File: config.mk
export PLATFORM = sky130hd
export DESIGN_NAME = lcc_top
export DESIGN_NICKNAME = d
export VERILOG_FILES = /design/src/rtl/lcc_pkg.sv /design/src/rtl/lcc_ctrl.sv /design/src/rtl/lcc_cell.sv /design/src/rtl/lcc_datapath.sv /design/src/rtl/lcc_top.sv
export SDC_FILE = /design/constraint.sdc
export NUM_CORES = 1
export LEC_CHECK = 0
export BUFFER_PORTS_ARGS = -buffer_cell sky130_fd_sc_hd__buf_4
export CORE_AREA = 2 2 79 81
export DETAILED_ROUTE_END_ITERATION = 6
export DIE_AREA = 0 0 81 83
export GPL_TIMING_DRIVEN = 1
export PLACE_DENSITY = 0.75
export SLEW_MARGIN = 20
export SYNTH_ARGS = -nofsm -noshare
export SYNTH_HDL_FRONTEND = slang
export SYNTH_HIERARCHICAL = 1
export SYNTH_SLANG_ARGS = --single-unit
File: constraint.sdc
create_clock -name clk -period 14.2 [get_ports clk]
set_clock_uncertainty 0.1 [all_clocks]
set_input_delay 2.84 -clock clk [delete_from_list [all_inputs] [get_ports clk]]
set_output_delay 2.84 -clock clk [all_outputs]
set_load 0.005 [all_outputs]
File: src/rtl/lcc_pkg.sv
package lcc_pkg;
  typedef enum logic [1:0] {
    SR_NONE  = 2'd0,
    SR_RESET = 2'd1,
    SR_SET   = 2'd2
  } srKind_e;

  typedef struct packed {
    logic load;
    logic srActive;
    logic srFill;
  } cellStrobe_t;
endpackage

File: src/rtl/lcc_ctrl.sv
module lcc_ctrl
  import lcc_pkg::*;
#(
  parameter bit      HAS_ENABLE = 1'b1,
  parameter srKind_e SR_KIND    = SR_RESET
) (
  input  logic        clkEn,
  input  logic        srIn,
  output cellStrobe_t strobe
);
  localparam bit SR_PRESENT = (SR_KIND != SR_NONE);
  localparam bit FILL_VALUE = (SR_KIND == SR_SET);

  always_comb begin
    strobe.load     = HAS_ENABLE ? clkEn : 1'b1;
    strobe.srActive = SR_PRESENT ? srIn : 1'b0;
    strobe.srFill   = FILL_VALUE;
  end
endmodule

File: src/rtl/lcc_cell.sv
module lcc_cell
  import lcc_pkg::*;
#(
  parameter int LUT_K         = 4,
  parameter bit ACTIVE_RISING = 1'b1,
  parameter bit SR_ASYNC      = 1'b0,
  localparam int TABLE        = 1 << LUT_K
) (
  input  logic             clk,
  input  cellStrobe_t      strobe,
  input  logic [LUT_K-1:0] lutIn,
  input  logic [TABLE-1:0] truthTab,
  input  logic             carryIn,
  input  logic             regSel,
  output logic             lutOut,
  output logic             regOut,
  output logic             cellOut,
  output logic             carryOut
);
  logic stored = 1'b0;
  logic srHit;

  assign srHit    = strobe.srActive;
  assign lutOut   = truthTab[lutIn];
  assign carryOut = (lutIn[0] & lutIn[1]) | (lutIn[1] & carryIn) | (carryIn & lutIn[0]);

  generate
    if (ACTIVE_RISING && SR_ASYNC) begin : g_riseAsync
      always_ff @(posedge clk or posedge srHit)
        if (srHit)            stored <= strobe.srFill;
        else if (strobe.load) stored <= lutOut;
    end else if (ACTIVE_RISING) begin : g_riseSync
      always_ff @(posedge clk)
        if (srHit)            stored <= strobe.srFill;
        else if (strobe.load) stored <= lutOut;
    end else if (SR_ASYNC) begin : g_fallAsync
      always_ff @(negedge clk or posedge srHit)
        if (srHit)            stored <= strobe.srFill;
        else if (strobe.load) stored <= lutOut;
    end else begin : g_fallSync
      always_ff @(negedge clk)
        if (srHit)            stored <= strobe.srFill;
        else if (strobe.load) stored <= lutOut;
    end
  endgenerate

  assign regOut  = stored;
  assign cellOut = regSel ? stored : lutOut;
endmodule

File: src/rtl/lcc_datapath.sv
module lcc_datapath
  import lcc_pkg::*;
#(
  parameter int CELLS         = 8,
  parameter int LUT_K         = 4,
  parameter bit ACTIVE_RISING = 1'b1,
  parameter bit SR_ASYNC      = 1'b0,
  localparam int TABLE        = 1 << LUT_K
) (
  input  logic                   clk,
  input  cellStrobe_t            strobe,
  input  logic                   carryIn,
  input  logic [CELLS*LUT_K-1:0] lutIn,
  input  logic [CELLS*TABLE-1:0] truthTab,
  input  logic [CELLS-1:0]       regSel,
  output logic [CELLS-1:0]       lutOut,
  output logic [CELLS-1:0]       regOut,
  output logic [CELLS-1:0]       cellOut,
  output logic [CELLS-1:0]       carryChain
);
  logic [CELLS:0] carryLink;

  assign carryLink[0] = carryIn;

  for (genvar c = 0; c < CELLS; c++) begin : g_cell
    lcc_cell #(
      .LUT_K        (LUT_K),
      .ACTIVE_RISING(ACTIVE_RISING),
      .SR_ASYNC     (SR_ASYNC)
    ) u_cell (
      .clk     (clk),
      .strobe  (strobe),
      .lutIn   (lutIn[c*LUT_K +: LUT_K]),
      .truthTab(truthTab[c*TABLE +: TABLE]),
      .carryIn (carryLink[c]),
      .regSel  (regSel[c]),
      .lutOut  (lutOut[c]),
      .regOut  (regOut[c]),
      .cellOut (cellOut[c]),
      .carryOut(carryLink[c+1])
    );
  end

  assign carryChain = carryLink[CELLS:1];
endmodule

File: src/rtl/lcc_top.sv
module lcc_top
  import lcc_pkg::*;
#(
  parameter int      CELLS         = 8,
  parameter int      LUT_K         = 4,
  parameter bit      ACTIVE_RISING = 1'b1,
  parameter bit      HAS_ENABLE    = 1'b1,
  parameter srKind_e SR_KIND       = SR_RESET,
  parameter bit      SR_ASYNC      = 1'b0,
  localparam int     TABLE         = 1 << LUT_K
) (
  input  logic                   clk,
  input  logic                   clkEn,
  input  logic                   srIn,
  input  logic                   carryIn,
  input  logic [CELLS*LUT_K-1:0] lutIn,
  input  logic [CELLS*TABLE-1:0] truthTab,
  input  logic [CELLS-1:0]       regSel,
  output logic [CELLS-1:0]       lutOut,
  output logic [CELLS-1:0]       regOut,
  output logic [CELLS-1:0]       cellOut,
  output logic [CELLS-1:0]       carryChain,
  output logic                   carryOut
);
  cellStrobe_t strobe;

  lcc_ctrl #(
    .HAS_ENABLE(HAS_ENABLE),
    .SR_KIND   (SR_KIND)
  ) u_ctrl (
    .clkEn (clkEn),
    .srIn  (srIn),
    .strobe(strobe)
  );

  lcc_datapath #(
    .CELLS        (CELLS),
    .LUT_K        (LUT_K),
    .ACTIVE_RISING(ACTIVE_RISING),
    .SR_ASYNC     (SR_ASYNC)
  ) u_datapath (
    .clk       (clk),
    .strobe    (strobe),
    .carryIn   (carryIn),
    .lutIn     (lutIn),
    .truthTab  (truthTab),
    .regSel    (regSel),
    .lutOut    (lutOut),
    .regOut    (regOut),
    .cellOut   (cellOut),
    .carryChain(carryChain)
  );

  assign carryOut = carryChain[CELLS-1];
endmodule

==> metrics.yaml <==
floorplanning:
  io-pin-count: 205
  die_w_um: 81
  die-height_um: 83
  row_count: 28
  fp.coreArea_mm2: 0.005816
  dieArea_mm2: 0.006723
  start_util: 0.3130
final_layout:
  num-nets-final: 546
  area_delta_synth_final_pct: 85.77
  utilization: 0.5815
  fill_cells: 551
  drive_gt1_frac: 0.7124
  antenna_cells: 0
  largest_reg_flops: 8
  instances_no_fill: 447
sta:
  period_minus_slack_ns: 9.232
  rsz0062_at_grt: "false"
  fin_crit_sh: 0.6501
  timing.final.ws_setup_ns: 4.968
  fmax_ghz: 0.1083
  slew_viol_final: 0
  hold_viol_final: 0
  finalSetupViolCount: 0
  tns_ns: 0
power:
  report.power.total_mw: 0.1632
  p_leak_nw: 1.633
  swShare: 0.2760
  combPwrFrac: 0.641
  p_seq_frac: 0.196
  p_int_mw: 0.1181
  p_clk_frac: 0.163
  power_switching_mw: 0.04503
  power_density_mw_per_mm2: 48.25
  peakVddDrop_uv: 32.27
drt:
  wl_um: 6585
  vias: 2186
  drcViolationCount: 0
  drtPass1Iterations: 4
  drt-initial-drc-count: 36
  wl_per_cell_um: 14.73
  ant_nets: 0
  detail_route.vias_per_cell: 4.890
cts:
  clkSlewWorstSetupHoldPaths_ns: 0.04
  cts-resized-gates: 0
  root_buffer: "clkbuf_8"
  cts_tree: "built"
  clock_path_buffers: 2
  cts_hold_buffers: 0
  cts-htree-levels: 1
  postCtsSetupBuffers: 0
  cts_buffers: 3
  cts.sinks: 8
synthesis:
  ys_warn_count: 6
  ys_seq_area_frac: 0.1320
  synthesis.area_mm2: 0.001820
  yosys.area.top_type: "mux4_2"
  ys_ff_latch: 8
  synth.avg_cell_area_um2: 10.29
  synth_top_area_share: 0.1979
  netlist_instances: 177
  netlist_top_cells_area: "mux4_2 (20%), mux2_2 (17%), edfxtp_1 (13%)"
  ys_types: 22
  syn_nets: 349
placed_design:
  portBuffers: 204
  pre_cts_slack_ns: 4.955
  dpl.cell_count: 444
  hpwl_um: 5936
  place_congestion: 0.8033
worst_setup_path:
  crit_top_cell: "maj3_1"
  start_kind: "input pin"
  critPathArrivalTime_ns: 6.29
  critPathCaptureType: "output port"
  cp_cell_sequence: "buf_4, maj3_1, maj3_1, maj3_1, maj3_1, maj3_1, maj3_1, maj3_1, maj3_1, buf_4"
  cpMaxStageDelayCell: "maj3_1"
  slowest_delay_ns: 0.42
  crit_type: "input pin to output port"
  cp.required_ns: 11.26
  worstPathMaxFanout: 4
global_route:
  track_usage: 0.1844
  grt_pass1_wl_um: 9908
  grt_max_degree: 23
  antenna_found_initial: 0
  grt_remaining_overflow: 0
  grt_pass1_vias: 2273
min_path:
  hold_start: "clkEn"
  hold_end: "u_datapath/g_cell[3].u_cell/regOut"
  hold_class: "input pin to flip-flop"
  worstHoldPathCells: 2
job:
  max_cap_violations: 0
status:
  status: "complete, no violations"
[cells in the mapped netlist (all sizes together)]
| library cell | number |
|---|---|
| conb | 1 |
| or2 | 8 |
| mux2 | 28 |
| nor2 | 2 |
| a21oi | 2 |
| maj3 | 8 |
| nand2 | 18 |
| a21boi | 2 |
| a2bb2oi | 4 |
| buf | 10 |
| nor3b | 6 |
| o32ai | 6 |
| edfxtp | 8 |
| mux2i | 20 |
| mux4 | 16 |
| nor2b | 8 |
| inv | 8 |
| clkbuf | 2 |
| a22o | 2 |
| o21ai | 18 |
[power by group through the flow]
stage	Combinational (mW)	Clock [mW]	Sequential, mW
after global placement	0.103	0	0.0323
after floorplan	0.0446	0	0.0322
after global routing	0.113	0.0303	0.0324
after CTS	0.106	0.0281	0.0321
after detailed placement	0.105	0	0.0324
final	0.105	0.0266	0.0319
[layout by cell type, fill, tap and decap left out]
cell | netlist | routed
mux4_2 | 16 | 16
o21ai_0 | 6 | 6
a2bb2oi_1 | 4 | 4
a21boi_0 | 2 | 2
nand2_1 | 18 | 18
mux2_2 | 28 | 28
mux2i_1 | 20 | 20
buf_4 | 4 | 204
conb_1 | 1 | 1
nor2_1 | 2 | 2
edfxtp_1 | 8 | 8
a22o_1 | 2 | 2
nor3b_1 | 6 | 6
o21ai_1 | 12 | 12
clkbuf_8 | 0 | 3
inv_1 | 8 | 8
or2_2 | 8 | 8
o32ai_2 | 6 | 6
nor2b_1 | 8 | 8
maj3_1 | 8 | 8
a21oi_1 | 2 | 2
[logic make-up after synthesis]
family | after synthesis | share of synthesized area
buf+inv | 20 | 0.07423
fa+ha+maj | 8 | 0.04399
mux | 64 | 0.4811
other cells | 1 | 0.002060
simple gates | 42 | 0.1210
compound gates | 34 | 0.1457
flops | 8 | 0.1320
[metrics by stage]
step,cell area (um2),hold slack (ns)
floorplan,1821,3.022
global placement,3341,3.098
detailed placement,3341,3.098
CTS,3382,2.863
global route,3382,2.854
finish,3382,2.864
[cell type report]
class                   instances  area (um2)  area share
clock buffers                   3       41.29     0.01221
multi-input cells             149        1445      0.4273
repair buffers                204        1531      0.4528
well taps                      75       93.84     0.02775
flip-flops and latches          8       240.2     0.07103
inverters                       8       30.03    0.008879
[per-layer routing]
metal	up-vias	GRT usage	wire [um]	part of all wire
met5	-	0	0	0
met4	0	0.02465	65	0.0099
met3	6	0.05761	726	0.11
met2	117	0.3711	3672	0.56
met1	992	0.1803	2120	0.32
li1	1071	-	-	-
[critical path, delay by kind of cell]
family	cells	cell delay (ns)
adders and majority gates	8	3.18
buffers and inverters	2	0.27
[how the worst max path moves through the flow]
stage                               end      from  cells past startpoint
after floorplan                carryOut   carryIn                      9
after global placement         carryOut  lutIn[1]                     10
after detailed placement  carryChain[7]  lutIn[0]                     10
after CTS                 carryChain[7]  lutIn[0]                     10
after global routing           carryOut  lutIn[0]                     10
final                     carryChain[7]  lutIn[0]                     10
Note: power is estimated with default switching activity, not from simulation.
